### src/rtl/cfg_addr_xlate.sv
module cfg_addr_xlate #(
  parameter int IDSEL_LO = 11,
  parameter int IRQ_BASE = 8,
  parameter int IRQ_W    = 8
) (
  input  logic             clk,
  input  logic             rst_n,
  input  logic             wr_en,
  input  logic             rd_en,
  input  logic [31:0]      wdata,
  input  logic             big_endian,
  output logic [31:0]      rdata,
  output logic             cfg_enable,
  output logic [7:0]       cfg_bus,
  output logic [4:0]       cfg_dev,
  output logic [2:0]       cfg_func,
  output logic [5:0]       cfg_reg,
  input  logic [4:0]       irq_dev,
  input  logic [1:0]       irq_pin,
  output logic [1:0]       irq_line,
  output logic [IRQ_W-1:0] irq_num
);
  localparam int DEV_W = 5;

  function automatic logic [31:0] swap32(input logic [31:0] x);
    return {x[7:0], x[15:8], x[23:16], x[31:24]};
  endfunction

  logic [31:0]      wr_sw;
  logic [31:0]      addr_q;
  logic [31:0]      rb_le;
  logic [31:0]      onehot;
  logic             hit;
  logic [DEV_W-1:0] dev_n;

  assign wr_sw = big_endian ? swap32(wdata) : wdata;

  always_comb begin
    hit   = 1'b0;
    dev_n = '0;
    for (int i = 31; i >= IDSEL_LO; i--) begin
      if (wr_sw[i]) begin
        hit   = 1'b1;
        dev_n = DEV_W'(i);
      end
    end
  end

  always_ff @(posedge clk or negedge rst_n) begin
    if (!rst_n)
      addr_q <= '0;
    else if (wr_en)
      addr_q <= {hit, 7'd0, 8'd0, dev_n, wr_sw[10:2], 2'b00};
  end

  assign cfg_enable = addr_q[31];
  assign cfg_bus    = addr_q[23:16];
  assign cfg_dev    = addr_q[15:11];
  assign cfg_func   = addr_q[10:8];
  assign cfg_reg    = addr_q[7:2];

  assign onehot = cfg_enable ? (32'd1 << cfg_dev) : 32'd0;
  assign rb_le  = onehot | {21'd0, cfg_func, cfg_reg, 2'b00};
  assign rdata  = rd_en ? (big_endian ? swap32(rb_le) : rb_le) : 32'd0;

  assign irq_line = irq_pin + irq_dev[1:0];
  assign irq_num  = IRQ_W'(IRQ_BASE) + IRQ_W'(irq_line);

  AST_HOLD_NO_WRITE: assert property (@(posedge clk) disable iff (!rst_n)
    !wr_en |=> $stable({cfg_enable, cfg_bus, cfg_dev, cfg_func, cfg_reg}));
  AST_ENABLE_MATCH: assert property (@(posedge clk) disable iff (!rst_n)
    wr_en |=> (cfg_enable == ($past(wr_sw[31:IDSEL_LO]) != '0)));
  AST_EMPTY_DEV_ZERO: assert property (@(posedge clk) disable iff (!rst_n)
    !cfg_enable |-> cfg_dev == '0);
  AST_DEV_RANGE: assert property (@(posedge clk) disable iff (!rst_n)
    cfg_enable |-> cfg_dev >= DEV_W'(IDSEL_LO));
  AST_LOWEST_WINS: assert property (@(posedge clk) disable iff (!rst_n)
    (wr_en && wr_sw[IDSEL_LO]) |=> cfg_dev == DEV_W'(IDSEL_LO));
  AST_BUS_ZERO: assert property (@(posedge clk) disable iff (!rst_n)
    wr_en |=> cfg_bus == 8'd0);
  AST_RD_LOW_BITS: assert property (@(posedge clk) disable iff (!rst_n)
    rd_en && !big_endian |-> rdata[1:0] == 2'b00);
  AST_ONEHOT_RB: assert property (@(posedge clk) disable iff (!rst_n)
    rd_en && !big_endian |-> $countones(rdata[31:IDSEL_LO]) == (cfg_enable ? 1 : 0));
  AST_RD_IDLE: assert property (@(posedge clk) disable iff (!rst_n)
    !rd_en |-> rdata == 32'd0);
  AST_IRQ_RANGE: assert property (@(posedge clk) disable iff (!rst_n)
    irq_num >= IRQ_W'(IRQ_BASE) && irq_num < IRQ_W'(IRQ_BASE + 4));
endmodule

### config.mk
export PLATFORM = sky130hd
export DESIGN_NAME = cfg_addr_xlate
export DESIGN_NICKNAME = d
export VERILOG_FILES = /design/src/rtl/cfg_addr_xlate.sv
export SDC_FILE = /design/constraint.sdc
export NUM_CORES = 1
export LEC_CHECK = 0
export ABC_CLOCK_PERIOD_IN_PS = 2500
export CORE_UTILIZATION = 26
export CTS_CLUSTER_DIAMETER = 100
export DETAILED_ROUTE_END_ITERATION = 10
export MAX_ROUTING_LAYER = met4
export RECOVER_POWER = 25
export SLEW_MARGIN = 40
export SYNTH_ARGS = -nofsm -noshare
export SYNTH_HDL_FRONTEND = slang
export SYNTH_SLANG_ARGS = --single-unit
### constraint.sdc
create_clock -name clk -period 2.5 [get_ports clk]
set_input_delay 0.75 -clock clk [delete_from_list [all_inputs] [get_ports clk]]
set_output_delay 0.75 -clock clk [all_outputs]
set_load 0.02 [all_outputs]
==> results of run 1 <==
==> cells in the final DEF, fill, tap and decap left out, types with 4 or more instances in the layout <==
cell	n
mux2_2	5
a211oi_1	6
nor3_4	4
clkdlybuf4s15_2	4
buf_4	49
nor3_2	7
inv_1	6
nand2_1	8
o21ai_0	8
conb_1	14
nor2_1	36
buf_2	18
dlygate4sd2_1	5
a211oi_2	7
a21oi_2	5
a21oi_1	22
o22ai_1	5
mux2i_1	12
nor2_2	5
clkdlybuf4s50_1	49
buf_6	10
dfrtp_1	12
nor3b_2	5
and2_1	4
nor3_1	6
nand3_1	5
nor2_4	7
nor2b_1	6
==> area by class of cell <==
class	count	area [um^2]	share of cell area (%)
multi-input cells	229	1725	48.95
repair buffers	141	1206	34.22
well taps	102	127.6	3.621
inverters	8	41.29	1.171
flip-flops and latches	15	379.1	10.76
clock buffers	4	45.04	1.278
==> Yosys cell counts (all sizes together) <==
library cell,instances
o311ai,1
dfrtp,15
o32ai,4
and3,3
inv,8
ha,1
nor2b,7
o21ai,12
a31oi,2
a211oi,13
and4bb,1
a21o,1
o31ai,2
nand2,10
a21oi,27
nand3,9
nand4,1
nand2b,3
o2111a,1
buf,27
nor3,17
mux2,7
conb,2
o21a,3
nor2,48
nor4b,1
a2bb2oi,1
or4,1
nor4,3
o31a,1
xnor2,2
mux2i,14
nor3b,8
clkbuf,7
o22ai,5
and2,5
a31o,1
==> metrics by stage <==
stage	TNS, ns	total power [mW]
after floorplan	-0.8222	0.6339
after CTS	-0.04075	1.108
after global placement	-18.61	0.9022
final	0	1.135
after detailed placement	-18.48	0.9086
after global routing	-0.1305	1.196
==> logic make-up after synthesis <==
kind of cell    share of synthesized area, %
compound gates                         23.73
xor+xnor                              0.8543
fa+ha+maj                             0.6100
buf+inv                                13.18
flops                                  18.30
mux                                    10.68
other cells                           0.3662
simple gates                           32.28
==> timing repair <==
item                                    in CTS  in global routing
hold endpoints to repair                     0                  0
resized for setup                          167                 47
endpoints found under the setup margin      36                 24
setup buffers                                8                  0
gates cloned                                 0                  0
pin swaps                                    7                  9
==> power groups by stage <==
| stage | sequential (mW) | clock, mW | combinational, mW |
|---|---|---|---|
| 2_1_floorplan | 0.316 | 0 | 0.318 |
| 3_3_place_gp | 0.291 | 0 | 0.611 |
| 3_5_place_dp | 0.293 | 0 | 0.615 |
| 4_1_cts | 0.291 | 0.197 | 0.620 |
| 5_1_grt | 0.298 | 0.203 | 0.696 |
| 6_report | 0.294 | 0.192 | 0.650 |
==> worst max-delay path, delay by kind of cell (launching register included) <==
family / cells / cell delay (ns)
multiplexers: 1 / 0.28
flip-flops: 1 / 0.44
AND/OR/NAND/NOR: 2 / 0.26
AO/OA/AOI/OAI: 1 / 0.11
buffers and inverters: 3 / 0.39
==> layer usage <==
layer / track usage (%) / wire length [um] / vias to the layer above
met5: - / 0 / -
met4: 3.968 / 65 / 0
met3: 1.515 / 299 / 6
met2: 27.46 / 3278 / 77
met1: 21.76 / 3120 / 1122
li1: - / - / 1207
==> worst min path at each step <==
stage | startpoint | end | slack [ns] | depth (start not counted)
3_3_place_gp | addr_q[6] | addr_q[6] | 0.55 | 2
2_1_floorplan | rst_n | addr_q[10] | 0.45 | 0
5_1_grt | addr_q[9] | addr_q[9] | 0.63 | 2
6_report | addr_q[6] | addr_q[6] | 0.59 | 2
4_1_cts | addr_q[7] | addr_q[7] | 0.59 | 2
3_5_place_dp | addr_q[6] | addr_q[6] | 0.56 | 2
==> summary.md, run 1 <==
| Metric | Value |
|---|---|
| DPL Wire Length | `5484 um` |
| Via density per instance | `4.834` |
| Fmax | `0.4021 GHz` |
| Slew Viols, Final | `0` |
| Crit path arrival time | `1.74 ns` |
| Yosys cell types | `47` |
| Fill cells | `772` |
| Initial antenna violation count | `0` |
| Sink Count | `15` |
| Layout Utilization | `45.85%` |
| Seq/Total Area, Yosys | `18.30%` |
| Total grt overflow | `0` |
| CTS buffer count | `3` |
| Core area | `7687 um^2` |
| Crit-path max cell delay | `0.44 ns` |
| CP endpoint kind | `primary output` |
| Crit path capture | `rdata[27]` |
| Pre-CTS setup slack | `-0.6500 ns` |
| DRC viols | `0` |
| Largest net degree at the start of global routing | `29` |
| Internal Pwr Total | `0.6848 mW` |
| Clk_skew | `0 ns` |
| H-tree levels | `1` |
| Total number of vias | `2412` |
| Cell type with the largest total area after synthesis | `dfrtp_1` |
| CP Cell Sequence | `buf_6 > nor3_4 > buf_6 > a31oi_2 > mux2_2 > nor2_2 > buf_4` |
| Hold Path Class | `reg2reg` |
| CTS tree | `done` |
| Mapped Area | `2051 um^2` |
| Port bufs | `91` |
| Total die area | `8246 um^2` |
| Final period utilization | `99.47%` |
| First-pass GRT wire length | `11030 um` |
| Area Overhead vs Synth | `71.87%` |
| Largest regs | `addr_q (15)` |
| Worst-path cell with the longest stage delay | `dfrtp_2` |
| Area contributors post-synth | `dfrtp_1 (18%), nor2_1 (8.8%), mux2i_1 (6.8%)` |
| Synth Instances | `274` |
| Net switching power | `0.4507 mW` |
| Sequential power share | `25.9%` |
| Iteration-0 DRC Markers | `88` |
| Biggest register | `addr_q` |
| ANT nets after route | `0` |
| Minimum clock period | `2.487 ns` |
| FF-to-FF Start | `addr_q[12]` |
| GRT Total Usage | `16.57%` |
| Yosys warnings | `0` |
| Num rows | `32` |
| CP Data Required Time | `1.75 ns` |
| Static Leak | `1.440 nW` |
| R2r worst-path depth | `4` |
| Vias in the first global route | `2252` |
| # IOs | `109` |
| CP Launch Point | `addr_q[13]` |
| Rel. slew slack | `42.24%` |
| Critical path type | `reg2out` |
| Die W | `90.81 um` |
| Final worst slack | `0.01319 ns` |
| Placed cells | `487` |
| RSZ-0062 raised after global routing | `yes` |
| CTS root buffer | `clkbuf_8` |
| CP dominant cell by count | `buf_6` |
| Max VDD drop | `0.0001457 V` |
| Worst-path clk slew | `0.06 ns` |
| Clk pwr share | `16.9%` |
| Clock Latency Late Sink | `0.24 ns` |
| # diodes | `0` |
| Final Hold Viols | `0` |
| Worst-margin pin slew | `0.8664 ns` |
| Maxcap violations | `0` |
| Status | `completed` |
| Placed cell areas | `3307 um^2` |
| Crit Path Max Fanout | `4` |
| Avg Cell Area, Syn | `7.484 um^2` |
| Initial Utilization | `26.68%` |
| Synth top area share | `18.30%` |
| Flops & latches, synth | `15` |
| Final nets | `443` |
| Element type at the critical path start | `flip-flop` |
| Gate power share | `57.3%` |
| Final Non-Filler Cells | `499` |
| Min Hold Slack | `0.5945 ns` |
| Number of flip-flops in the largest register | `15` |
| RD Place Congestion | `0.8783` |
| PD cells | `322.1 nW/um^2` |
| R2r endpoint | `addr_q[12]` |
| CTS Hold Bufs | `0` |
| First drt pass iteration count | `4` |
| Sw Ratio | `39.69%` |
| FF-to-FF setup slack | `1.41 ns` |
| Max clock buf depth | `2` |
| DIE HEIGHT | `90.81 um` |
| Final wirelength | `6763 um` |
| Fraction of layout instances using a drive strength above 1 | `41.31%` |
| Setup violations, final | `0` |
| Post-route cell area | `3525 um^2` |
| Wire per inst | `13.55 um` |
(Power assumes the default switching activity.)
==> run 2, diff against run 1 <==
- CELL_PAD_IN_SITES_DETAIL_PLACEMENT: not set -> 0
- CELL_PAD_IN_SITES_GLOBAL_PLACEMENT: not set -> 2
- CORE_UTILIZATION: 26 -> 21
- PLACE_DENSITY_LB_ADDON: not set -> 0.1
==> run 2 against run 1 <==
Setup slack improved by 0.0064 ns. Count of clock-buffer cells in the layout did not move. Sequential share of layout area shrank 0.13 points. Non-clock buffer count shrank 2. Via count is 3.3% lower. Sequential cell count unchanged. Critical path depth unchanged. Clock power about the same. Clock skew is the same. Critical endpoint is now rdata[18]. Largest power group unchanged.
==> summary.md, run 2 (synthesis results as in run 1) <==
| Metric | Value |
|---|---|
| Crit-path max cell delay | `0.44 ns` |
| First-pass GRT wire length | `11260 um` |
| Clock Latency Late Sink | `0.24 ns` |
| Fmax | `0.4032 GHz` |
| Pre-CTS setup slack | `-0.6391 ns` |
| Fraction of layout instances using a drive strength above 1 | `39.75%` |
| Maxcap violations | `0` |
| Sink Count | `15` |
| Worst-margin pin slew | `0.6948 ns` |
| Setup violations, final | `0` |
| Final worst slack | `0.01960 ns` |
| Max clock buf depth | `2` |
| RSZ-0062 raised after global routing | `yes` |
| Final nets | `441` |
| Total die area | `10160 um^2` |
| DPL Wire Length | `6105 um` |
| DIE HEIGHT | `100.8 um` |
| Vias in the first global route | `2183` |
| Die W | `100.8 um` |
| Iteration-0 DRC Markers | `65` |
| RD Place Congestion | `0.8419` |
| CTS buffer count | `3` |
| Final wirelength | `7276 um` |
| Placed cells | `515` |
| Final Hold Viols | `0` |
| CTS tree | `done` |
| ANT nets after route | `0` |
| CTS root buffer | `clkbuf_8` |
| H-tree levels | `1` |
| Core area | `9371 um^2` |
| Final Non-Filler Cells | `524` |
| Crit path arrival time | `1.73 ns` |
| GRT Total Usage | `14.48%` |
| CP delay by family, top | `flip-flops` |
| CP Cell Sequence | `buf_4 > nor3_4 > buf_6 > nand2_1 > mux2_4 > nor2_4 > buf_6` |
| PD cells | `324.0 nW/um^2` |
| Number of flip-flops in the largest register | `15` |
| Port bufs | `91` |
| Worst path buffer plus inverter count | `3` |
| Wire per inst | `13.89 um` |
| Minimum clock period | `2.480 ns` |
| Num rows | `35` |
| Via density per instance | `4.450` |
| First drt pass iteration count | `4` |
| Slew Viols, Final | `0` |
| Largest net degree at the start of global routing | `31` |
| Critical path type | `reg2out` |
| CP dominant cell by count | `buf_6` |
| Static Leak | `1.436 nW` |
| Crit Path Max Fanout | `6` |
| Commonest non-fill, non-tap cell in the layout | `buf_4` |
| Worst-path clk slew | `0.06 ns` |
| Hold Path Class | `reg2reg` |
| Area Overhead vs Synth | `72.85%` |
| Clk_skew | `0 ns` |
| Total power | `1.148 mW` |
| Total number of vias | `2332` |
| CP Data Required Time | `1.75 ns` |
| Setup tns final | `0 ns` |
| # diodes | `0` |
| Final period utilization | `99.22%` |
| Initial Utilization | `21.88%` |
| Status | `completed` |
| Initial antenna violation count | `0` |
| Biggest register | `addr_q` |
| Largest regs | `addr_q (15)` |
| Element type at the critical path start | `flip-flop` |
| Total grt overflow | `0` |
| Max VDD drop | `0.0001387 V` |
| DRC viols | `0` |
| Worst-path cell with the longest stage delay | `dfrtp_2` |
| # IOs | `109` |
| Rel. slew slack | `53.53%` |
| CP endpoint kind | `primary output` |
| Most frequent cells in the layout | `buf_4 (52), clkdlybuf4s50_1 (50), nor2_1 (37)` |
run 2: cell types whose count changed in the layout (fill, tap and decap cells not counted), sizes merged:
cell and change:
clkdlybuf4s15 -3, dlygate4sd3 -1, clkinvlp -1, clkbuf -1
buf +2, inv +1, clkdlybuf4s50 +1
run 2: per-layer routing:
metal	routed length [um]	track usage, %
met5	0	-
met4	82	4.236
met3	352	0.9015
met2	3414	23.60
met1	3427	19.33
run 2: final cells by class:
cell class                      instances  area (um^2)
Clock buffer                            4        45.04
Sequential cell                        15        376.6
Inverter                                8        37.54
Multi-Input combinational cell        229         1732
Tap cell                              129        161.4
Fill cell                            1027         5827
Timing Repair Buffer                  139         1192
run 2: path summary, 6_finish.rpt:
| path | from | endpoint | slack [ns] | depth (start not counted) |
|---|---|---|---|---|
| min | addr_q[2] | addr_q[2] | 0.58 | 2 |
| max | addr_q[14] | rdata[18] | 0.02 | 7 |
| min reg2reg | addr_q[2] | addr_q[2] | 0.58 | 2 |
| max reg2reg | addr_q[11] | addr_q[11] | 1.29 | 5 |
| max in group asynchronous | rst_n | addr_q[14] | 1.02 | 1 |
| min in group asynchronous | rst_n | addr_q[10] | 0.99 | 1 |
run 2: repair_timing:
action | CTS | global route
resized for setup | 168 | 54
endpoints found under the setup margin | 36 | 27
setup buffers | 2 | 3
pin swaps | 4 | 8
hold buffers | 0 | 0
run 2: metrics by stage:
| stage | util, % | cell area [um^2] | hold slack, ns |
|---|---|---|---|
| after floorplan | - | 2213 | 0.4544 |
| after global placement | 35.73 | 3348 | 0.5500 |
| after detailed placement | 35.73 | 3348 | 0.5622 |
| after CTS | 35.85 | 3359 | 0.5923 |
| after global routing | 37.82 | 3545 | 0.6501 |
| final | 37.82 | 3545 | 0.5841 |
run 2: tightest hold or removal path: stages, from the launching register on:
cell     delay, ns
dfrtp_1       0.38
nor2_1        0.06
a21oi_1       0.10
run 2: where the power goes:
group / total [mW] / internal (mW) / switching, mW
logic: 0.663 / 0.311 / 0.353
registers: 0.294 / 0.266 / 0.0279
clock network: 0.191 / 0.113 / 0.0788
total: 1.15 / 0.689 / 0.460
